`src/rtl/dpa_pkg.sv`:
```
package dpa_pkg;

   localparam int PRIO_W      = 2;
   localparam int LEVELS      = 1 << PRIO_W;
   localparam int MAX_MASTERS = 16;

   typedef enum logic [1:0] {
      ST_IDLE    = 2'd0,
      ST_RESOLVE = 2'd1,
      ST_ISSUE   = 2'd2
   } arb_state_e;

endpackage

```
`src/rtl/dpa_snapshot.sv`:
```
module dpa_snapshot #(
   parameter int N  = 8,
   parameter int PW = dpa_pkg::PRIO_W
) (
   input  logic            clk,
   input  logic            rst_n,
   input  logic            load,
   input  logic [N-1:0]    req_i,
   input  logic [N*PW-1:0] prio_i,
   output logic [N-1:0]    req_s,
   output logic [N*PW-1:0] prio_s
);

   always_ff @(posedge clk or negedge rst_n) begin
      if (!rst_n) begin
         req_s  <= '0;
         prio_s <= '0;
      end else if (load) begin
         req_s  <= req_i;
         prio_s <= prio_i;
      end
   end

endmodule

```
`src/rtl/dpa_resolver.sv`:
```
module dpa_resolver #(
   parameter int N      = 8,
   parameter int PW     = dpa_pkg::PRIO_W,
   parameter int LEVELS = dpa_pkg::LEVELS
) (
   input  logic            clk,
   input  logic            rst_n,
   input  logic            en,
   input  logic            issue_phase,
   input  logic [N-1:0]    req_s,
   input  logic [N*PW-1:0] prio_s,
   output logic [N-1:0]    win_oh
);

   logic [LEVELS-1:0][N-1:0] at_lvl;
   logic [N-1:0]             top_cand;
   logic [N-1:0]             win_next;

   for (genvar l = 0; l < LEVELS; l++) begin : g_lvl
      for (genvar m = 0; m < N; m++) begin : g_m
         assign at_lvl[l][m] = req_s[m] && (prio_s[m*PW +: PW] == PW'(l));
      end
   end

   // highest populated level overrides lower ones
   always_comb begin
      top_cand = '0;
      for (int l = 0; l < LEVELS; l++) begin
         if (|at_lvl[l]) top_cand = at_lvl[l];
      end
   end

   // lowest index inside the top level
   assign win_next = top_cand & (~top_cand + N'(1));

   always_ff @(posedge clk or negedge rst_n) begin
      if (!rst_n)  win_oh <= '0;
      else if (en) win_oh <= win_next;
   end

   assert_winner_in_snapshot_R8: assert property (@(posedge clk) disable iff (!rst_n)
      issue_phase |-> ((win_oh & ~req_s) == '0));

   assert_winner_onehot_R4: assert property (@(posedge clk) disable iff (!rst_n)
      (issue_phase && (req_s != '0)) |-> $onehot(win_oh));

endmodule

```
`src/rtl/dpa_grant_ctrl.sv`:
```
module dpa_grant_ctrl #(
   parameter int N = 8
) (
   input  logic         clk,
   input  logic         rst_n,
   input  logic [N-1:0] req_i,
   input  logic         issue,
   input  logic [N-1:0] win_oh,
   output logic         bus_free,
   output logic [N-1:0] grant_o
);

   logic [N-1:0] grant_q;

   // free when nobody owns the bus or the owner has dropped its request
   assign bus_free = ~|(grant_q & req_i);
   assign grant_o  = grant_q;

   always_ff @(posedge clk or negedge rst_n) begin
      if (!rst_n)        grant_q <= '0;
      else if (issue)    grant_q <= win_oh & req_i;
      else if (bus_free) grant_q <= '0;
   end

   always @(posedge clk) begin
      if (!rst_n) assert_reset_clear_R10: assert (grant_q == '0);
   end

   assert_onehot_grant_R10: assert property (@(posedge clk) disable iff (!rst_n)
      $onehot0(grant_q));

   assert_grant_needs_req_R3: assert property (@(posedge clk) disable iff (!rst_n)
      ((grant_q & ~$past(req_i)) == '0));

   assert_hold_while_req_R6: assert property (@(posedge clk) disable iff (!rst_n)
      (|(grant_q & req_i)) |=> (grant_q == $past(grant_q)));

   assert_no_steal_R7: assert property (@(posedge clk) disable iff (!rst_n)
      ((grant_q != '0) && ($past(grant_q) != '0) && (grant_q != $past(grant_q)))
      |-> (($past(grant_q) & $past(req_i)) == '0));

endmodule

```
`src/rtl/dyn_prio_arbiter.sv`:
```
module dyn_prio_arbiter #(
   parameter int NUM_MASTERS = 8
) (
   input  logic                                  clk,
   input  logic                                  rst_n,
   input  logic [NUM_MASTERS-1:0]                req,
   input  logic [NUM_MASTERS*dpa_pkg::PRIO_W-1:0] prio_lvl,
   output logic [NUM_MASTERS-1:0]                grant
);

   import dpa_pkg::*;

   localparam int N  = NUM_MASTERS;
   localparam int PW = PRIO_W;

   if (NUM_MASTERS < 1 || NUM_MASTERS > MAX_MASTERS) begin : g_bad_count_R1
      $error("NUM_MASTERS must lie between 1 and 16");
   end

   arb_state_e    st_q;
   logic [N-1:0]  contenders;
   logic          capture;
   logic          resolve_en;
   logic          issue_phase;
   logic          issue;
   logic          bus_free;
   logic [N-1:0]  req_s;
   logic [N*PW-1:0] prio_s;
   logic [N-1:0]  win_oh;

   // the owner does not compete against itself
   assign contenders  = req & ~grant;
   assign capture     = (st_q == ST_IDLE) && (contenders != '0);
   assign resolve_en  = (st_q == ST_RESOLVE);
   assign issue_phase = (st_q == ST_ISSUE);
   assign issue       = issue_phase && bus_free;

   always_ff @(posedge clk or negedge rst_n) begin
      if (!rst_n) st_q <= ST_IDLE;
      else begin
         unique case (st_q)
            ST_IDLE:    if (capture) st_q <= ST_RESOLVE;
            ST_RESOLVE: st_q <= ST_ISSUE;
            ST_ISSUE:   if (bus_free) st_q <= ST_IDLE;
            default:    st_q <= ST_IDLE;
         endcase
      end
   end

   dpa_snapshot #(.N(N), .PW(PW)) u_snap (
      .clk    (clk),
      .rst_n  (rst_n),
      .load   (capture),
      .req_i  (contenders),
      .prio_i (prio_lvl),
      .req_s  (req_s),
      .prio_s (prio_s)
   );

   dpa_resolver #(.N(N), .PW(PW)) u_res (
      .clk         (clk),
      .rst_n       (rst_n),
      .en          (resolve_en),
      .issue_phase (issue_phase),
      .req_s       (req_s),
      .prio_s      (prio_s),
      .win_oh      (win_oh)
   );

   dpa_grant_ctrl #(.N(N)) u_gnt (
      .clk      (clk),
      .rst_n    (rst_n),
      .req_i    (req),
      .issue    (issue),
      .win_oh   (win_oh),
      .bus_free (bus_free),
      .grant_o  (grant)
   );

   assert_issue_after_resolve_R5: assert property (@(posedge clk) disable iff (!rst_n)
      $rose(st_q == ST_ISSUE) |-> $past(st_q == ST_RESOLVE));

endmodule

```
`config.mk`:
```
export PLATFORM = sky130hd
export DESIGN_NAME = dyn_prio_arbiter
export DESIGN_NICKNAME = d
export VERILOG_FILES = /design/src/rtl/dpa_pkg.sv /design/src/rtl/dpa_snapshot.sv /design/src/rtl/dpa_resolver.sv /design/src/rtl/dpa_grant_ctrl.sv /design/src/rtl/dyn_prio_arbiter.sv
export SDC_FILE = /design/constraint.sdc
export NUM_CORES = 1
export LEC_CHECK = 0
export BUFFER_PORTS_ARGS = -buffer_cell sky130_fd_sc_hd__buf_2
export CAP_MARGIN = 20
export CORE_MARGIN = 8
export CORE_UTILIZATION = 40
export DETAILED_ROUTE_END_ITERATION = 8
export GPL_TIMING_DRIVEN = 0
export PLACE_DENSITY_LB_ADDON = 0.25
export SLEW_MARGIN = 10
export SYNTH_ARGS = -nofsm -noshare
export SYNTH_HDL_FRONTEND = slang
export SYNTH_SLANG_ARGS = --single-unit
```
`constraint.sdc`:
```
create_clock -name clk -period 2.5 [get_ports clk]
set_clock_uncertainty 0.1 [all_clocks]
set_input_delay 0.125 -clock clk [delete_from_list [all_inputs] [get_ports clk]]
set_output_delay 0.125 -clock clk [all_outputs]
set_load 0.01 [all_outputs]
```
# Word level (Yosys, flattened, before mapping)
# Cells that the tools add are included.
# word_totals
register_bits,42
input_bits,26
output_inout_bits,8
wordCells,101
# classes
addsub,1
eq_ne,29
mux,9
bitwise_logic,6
n_reduce_logical,51
# op_table
operator,n
2-to-1 mux 8 bit,6
OR reduction 8 bit,5
equality test 2 bit (second input constant),17
logical AND 1 bit,34
bitwise AND 8 bit,4
equality test 2 x 1 -> 1 bit (second input constant),9
logical NOT 2 bit,9
NOT 8 bit,2
adder 8 x 1 -> 8 bit (second input constant),1
nonzero test 8 bit,1
!= test 2 bit (second input constant),3
case mux 2 bit (3 select lines),1
2-to-1 mux 2 bit,2
AND reduction 2 bit,1
logical NOT 1 bit,1

# Logic depth before layout (Yosys ltp)
# Gate-level depths: netlist (run 1).
# depth
depth_word,10
ltp_mapped,8

# Modules after synthesis
# From an unflattened synthesis (run 1), not the netlist that was laid out.
# hier_totals
cells_unflattened,208
area_unflattened_um2,2496.1
# modules_own_cells
mod,instances,cells_each,area_each_um2,seq_area_each_um2
dpa_snapshot,1,51,997.2,600.6
dpa_resolver,1,107,849.6,200.2
dpa_grant_ctrl,1,31,410.4,200.2
dyn_prio_arbiter,1,19,239.0,50.0

# Least setup slack after synthesis (run 1)
# Ideal clock, no wire load.
# synth_timing
kind,register to register
from,register u_snap.prio_s[10]
to,register u_res.win_oh[6]
arrival_time_ps,1833
path_slack_ps,446
path_stages_with_launch,8
path_buffers,0
synth_period_minus_slack_ps,2054
cell_sequence,dfrtp_1 -> nand3_1 -> nand4_1 -> nor4_4 -> o21ai_1 -> o221a_1 -> nor2b_4 -> a32o_1
# synth_via
elab_chain_len,10
# synth_lines
element,line_no,source
from (decl),dpa_snapshot.sv:11,output logic [N*PW-1:0] prio_s
from (signal assigned),dpa_snapshot.sv:20,prio_s <= prio_i;
logical NOT 2 bit,dpa_resolver.sv:21,assign at_lvl[l][m] = req_s[m] && (prio_s[m*PW +: PW] == PW'(l));
logical AND 1 bit,dpa_resolver.sv:21,
OR reduction 8 bit,dpa_resolver.sv:29,if (|at_lvl[l]) top_cand = at_lvl[l];
2-to-1 mux 8 bit (3 in a row),dpa_resolver.sv:29,
2-to-1 mux 8 bit (*),dpa_resolver.sv:29,
NOT 8 bit,dpa_resolver.sv:34,assign win_next = top_cand & (~top_cand + N'(1));
adder 8 x 1 -> 8 bit,dpa_resolver.sv:34,
bitwise AND 8 bit (*),dpa_resolver.sv:34,
to (signal assigned),dpa_resolver.sv:38,else if (en) win_oh <= win_next;
to (decl),dpa_resolver.sv:12,output logic [N-1:0] win_oh
# Mark *: on every way between the ends. The rest lies on a longest branch, timed or not.
# A chain may end at the register's enable or synchronous reset.

# Worst setup path in the final report (run 1)
# Same ends and word-level chain as after synthesis.

==> out/qor.yml, run 1 <==
fin_tns_setup_ns: 0
grt_pass1_vias: 1895
seqPwrFrac_pct: 36.3
power.density_nw_per_um2: 1290
p_leak_uw: 0.00124
synth_cell_types: 37
grt_setup_unrepaired: "false"
maxSlewViolCount: 0
ff2ff_path_depth: 7
ctsLongestPathBuffers: 2
hold_violations: 0
ys_seq_area_share_pct: 49.0
status: "finished clean"
timing.final.crit_share_pct: 93.1
cts_buffers: 5
die_h_um: 89.2
netlist_area_um2: 2140
grt.overflow.total: 0
antenna_found_initial: 0
htreeDepth: 2
cp-endpoint: "u_res.win_oh[6]"
path_cells: "nand3_1 -> nand4_1 -> nor4_4 -> buf_4 -> o221ai_1 -> and3b_1 -> a32o_1"
startpoint: "u_snap.prio_s[10]"
final_common_cell: "nand2_1"
wl_um: 5450
layout_common_cells: "nand2_1 (68), dfrtp_1 (42), buf_2 (33), o21ai_0 (22), dlygate4sd3_1 (17)"
period_minus_slack_ns: 2.33
port_buffers: 33
postSynthCellCount: 238
critPathMaxStageDelay_ns: 0.47
irDropWorstVdd_mv: 0.573
synth-edff-count: 0
place.gp.congestion: 0.838
syn-num-nets: 264
dr.first_iter.drc_count: 130
nets: 323
grt_pass1_wl_um: 9190
clkLatencyLatePin_ns: 0.29
layout-drive-gt1-share_pct: 17.2
core_um2: 5140
worstMarginPinSlew_ns: 0.913
p_int_uw: 1940
swShare_pct: 44.2
ys_warn_count: 0
reg2reg_to: "u_res.win_oh[6]"
grt_usage_pct: 15.0
r2r_start: "u_snap.prio_s[10]"
slew_headroom_pct: 39.1
cp_data_arrival_time_ns: 2.41
cts.sinks: 42
p_comb_share_pct: 48.0
hold_slack_ns: 0.00901
max-cap-violations: 0
post-route-drc-count: 0
grt_max_degree: 43
floorplan.initialDensity_pct: 41.7
area_growth_pct: 25.7
worstSetupPathType: "reg2reg"
detail_route.vias_per_cell: 5.28
clk_pin_slew_ns: 0.08
pwr-share-clk_pct: 15.7
syn-mean-instance-area_um2: 9.01
synth_ff_type: "dfrtp_1"
pin_count: 34
cts_tree: "yes"
dieArea_um2: 7960
cp_max_fo: 6
dieWidth_um: 89.2
rows: 26
cpMaxStageDelayCell: "dfrtp_1"
final_cells: 367
dp_cells: 341
drt_pass1_iterations: 4
min_path_type: "in2reg"
endpoint_kind: "flip-flop"
startpoint_type: "flip-flop"
async_flop_share_pct: 100
root_buffer: "clkbuf_8"
route.detailed.wl_per_inst_um: 14.8
setup-violations-final: 0
antenna_cells: 0
rrSetupSlack_ns: 0.17
dpl.hpwl_um: 4070
fmax_ghz: 0.430
postRouteAntennaNets: 0
synth_seq_cells: 42
switchingPower_uw: 1540
cp.required_ns: 2.58
via_count: 1936
-- critical path, delay by kind of cell (launching register included) --
kind / cells / cell delay, ns
and+or+nand+nor: 4 / 1.02
buffers and inverters: 1 / 0.20
AOI/OAI and AO/OA: 2 / 0.43
DFF: 1 / 0.47
-- synth_stat cells, types with 2 or more instances --
| master | n | share of area [%] |
|---|---|---|
| a22oi_1 | 4 | 1.4 |
| nand2b_1 | 10 | 2.9 |
| o41ai_1 | 3 | 1.2 |
| o31ai_1 | 2 | 0.70 |
| o221ai_1 | 3 | 1.2 |
| nand3_1 | 16 | 3.7 |
| nor2_1 | 3 | 0.53 |
| o21ai_0 | 22 | 5.1 |
| o21a_1 | 3 | 1.1 |
| a32o_1 | 3 | 1.4 |
| xnor2_1 | 2 | 0.82 |
| nand2_1 | 68 | 12 |
| o2111ai_1 | 2 | 0.82 |
| o21ai_1 | 6 | 1.4 |
| clkbuf_1 | 7 | 1.2 |
| nand4_1 | 4 | 1.2 |
| a21oi_1 | 3 | 0.70 |
| nand3b_1 | 9 | 3.2 |
| o21ai_2 | 2 | 0.82 |
| dfrtp_1 | 42 | 49 |
| nor4_4 | 2 | 2.0 |
| inv_1 | 7 | 1.2 |
-- how the worst min path moves through the flow --
stage                            start           endpoint  cells after the start
after floorplan                  rst_n            st_q[0]                      0
after global placement    prio_lvl[15]  u_snap.prio_s[15]                      3
after detailed placement         rst_n  u_snap.prio_s[15]                      1
after CTS                       req[6]   u_gnt.grant_o[6]                      3
after global routing            req[2]   u_gnt.grant_o[2]                      3
final                           req[6]   u_gnt.grant_o[6]                      3
-- layer usage --
layer	routed length, um	GRT usage [%]
met5	0	0
met4	64	4.98
met3	203	3.03
met2	2730	23.6
met1	2450	19.9
-- cell type report --
class / count / area (um2)
clock buffer: 6 / 82.6
timing repair buffer: 52 / 350
inverter: 7 / 26.3
sequential: 42 / 1050
multi-input combinational: 181 / 1040
buffer: 8 / 30.0
fill: 522 / 2440
clock inverter: 1 / 30.0
tap: 70 / 87.6
-- through the flow --
stage	utilization [%]	power [uW]	worst slack [ns]	instance area (um2)
2_1_floorplan	-	2410	0.446	2140
5_1_grt	52.4	3770	0.0285	2700
4_1_cts	52.1	3430	0.103	2680
3_5_place_dp	46.6	2860	0.117	2400
3_3_place_gp	46.6	2830	0.123	2400
6_report	52.4	3480	0.172	2700
-- kinds of logic after synthesis --
| logic type | after synthesis | synth area share (%) |
|---|---|---|
| AOI/OAI and AO/OA | 59 | 18.8 |
| DFF | 42 | 49.0 |
| muxes | 1 | 0.467 |
| and+or+nand+nor | 119 | 28.3 |
| xor gates and xnor gates | 2 | 0.817 |
| buffers and inverters | 15 | 2.63 |
-- what timing repair did --
action	in CTS	in global routing
endpoints found under the hold margin	58	0
gates resized for setup	0	0
hold buffers	17	0
setup endpoints to repair	0	4
setup buffers	0	2
-- state kept, by name, indices dropped and copies added (netlist names) --
| name | cells |
|---|---|
| u_snap.prio_s | 16 |
| u_snap.req_s | 8 |
| u_res.win_oh | 8 |
| st_q | 2 |
| u_gnt.grant_o | 8 |
-- power by group through the flow --
stage | sequential, uW | combinational (uW) | clock (uW)
after detailed placement | 1270 | 1590 | 0
after CTS | 1260 | 1620 | 555
after floorplan | 1170 | 1240 | 0
after global routing | 1310 | 1880 | 586
after global placement | 1260 | 1570 | 0
final | 1260 | 1670 | 546
Note: power is estimated with default switching activity, not from simulation.
==> run 2: changes to the inputs <==
Clock period 2.5 ns to 3 ns, I/O delays scaled along.
==> out/qor.yml, run 2 (synthesis gave the netlist of run 1 again) <==
power.density_nw_per_um2: 1060
ctsLongestPathBuffers: 2
core_um2: 5140
hold_slack_ns: 0.0357
grt_setup_unrepaired: "false"
pin_count: 34
dp_cells: 341
clkLatencyLatePin_ns: 0.29
min_path_type: "in2reg"
grt_usage_pct: 15.0
worstSetupPathType: "reg2reg"
detail_route.vias_per_cell: 5.27
reg2reg_to: "u_res.win_oh[6]"
port_buffers: 33
slew_headroom_pct: 38.3
period_minus_slack_ns: 2.43
floorplan.initialDensity_pct: 41.7
clk_pin_slew_ns: 0.08
postCtsSetupBuffers: 0
fmax_ghz: 0.411
setup-violations-final: 0
largest_reg_flops: 16
rrSetupSlack_ns: 0.57
drt_pass1_iterations: 4
p_leak_uw: 0.00123
timing.final.crit_share_pct: 81.1
cp_data_arrival_time_ns: 2.52
layout_common_cells: "nand2_1 (68), dfrtp_1 (42), buf_2 (33), o21ai_0 (22), dlygate4sd3_1 (17)"
top_register: "u_snap.prio_s"
cp-endpoint: "u_res.win_oh[6]"
area_growth_pct: 25.0
final_common_cell: "nand2_1"
pwr-share-clk_pct: 16.0
cp_max_fo: 8
maxSlewViolCount: 0
r2r_start: "u_snap.prio_s[10]"
via_count: 1923
max-cap-violations: 0
worstMarginPinSlew_ns: 0.926
irDropWorstVdd_mv: 0.461
htreeDepth: 2
grt_pass1_vias: 1895
die_h_um: 89.2
final_cells: 365
p_comb_share_pct: 47.2
seqPwrFrac_pct: 36.8
route.detailed.wl_per_inst_um: 14.9
antenna_cells: 0
grt_max_degree: 43
antenna_found_initial: 0
root_buffer: "clkbuf_8"
switchingPower_uw: 1280
cp.required_ns: 3.08
dpl.hpwl_um: 4070
startpoint_type: "flip-flop"
grt.overflow.total: 0
status: "finished clean"
layout-drive-gt1-share_pct: 16.6
dr.first_iter.drc_count: 100
nets: 321
startpoint: "u_snap.prio_s[10]"
p_int_uw: 1580
cts_buffers: 5
cts_tree: "yes"
rows: 26
fin_tns_setup_ns: 0
dieWidth_um: 89.2
wl_um: 5460
place.gp.congestion: 0.838
hold_violations: 0
grt_pass1_wl_um: 9190
post-route-drc-count: 0
cts.sinks: 42
ff2ff_path_depth: 7
swShare_pct: 44.8
endpoint_kind: "flip-flop"
postRouteAntennaNets: 0
dieArea_um2: 7960
[run 2: changes by cell type in the layout (fill, tap and decap cells not counted)]
cell | before | now
buf_4 | 2 | 0
[run 2: power by group through the flow]
stage	clock network, uW	logic [uW]	registers [uW]
final	457	1350	1050
after global routing	488	1510	1090
after CTS	462	1350	1050
after detailed placement	0	1330	1060
after global placement	0	1300	1050
after floorplan	0	1030	976
[run 2: worst min path at each step]
stage                 start                 to  slack [ns]  depth (start not counted)
6_report             req[6]   u_gnt.grant_o[6]        0.04                          3
5_1_grt              req[2]   u_gnt.grant_o[2]        0.04                          3
4_1_cts              req[6]   u_gnt.grant_o[6]        0.04                          3
3_5_place_dp    prio_lvl[7]   u_snap.prio_s[7]        0.24                          3
3_3_place_gp   prio_lvl[15]  u_snap.prio_s[15]        0.24                          3
2_1_floorplan         rst_n            st_q[0]       -0.25                          0
[run 2: final cells by class]
type | instances | area [um2]
buffer | 8 | 30.0
clock buffer | 6 | 82.6
clock inverter | 1 | 30.0
fill | 524 | 2460
inverter | 7 | 26.3
multi-input combinational | 181 | 1040
sequential | 42 | 1050
tap | 70 | 87.6
timing repair buffer | 50 | 335
[run 2: layer usage]
metal	routed length, um	part of all wire (%)	GRT usage, %	vias to the layer above
li1	-	-	-	955
met1	2500	46	19.9	930
met4	62	1.1	4.98	0
met3	187	3.4	3.03	7
met2	2700	50	23.6	31
met5	0	0	0	-
[run 2: stage by stage]
| stage | utilization [%] | worst slack (ns) | total power [uW] | area (um2) |
|---|---|---|---|---|
| after floorplan | - | 0.946 | 2010 | 2140 |
| after global placement | 46.6 | 0.623 | 2350 | 2400 |
| after detailed placement | 46.6 | 0.617 | 2380 | 2400 |
| after CTS | 52.1 | 0.603 | 2860 | 2680 |
| after global routing | 52.1 | 0.431 | 3090 | 2680 |
| final | 52.1 | 0.567 | 2850 | 2680 |
[run 2: timing repair]
item | CTS | global route
hold buffers | 17 | 0
hold endpoints to repair | 58 | 0
resized for setup | 0 | 0
[run 2: critical path, cell delays in order (launching register included)]
cell and delay, ns:
dfrtp_1 0.47, nand3_1 0.12, nand4_1 0.18, nor4_4 0.54, o21ai_1 0.17, o22ai_2 0.22, and3b_1 0.26, a32o_1 0.26
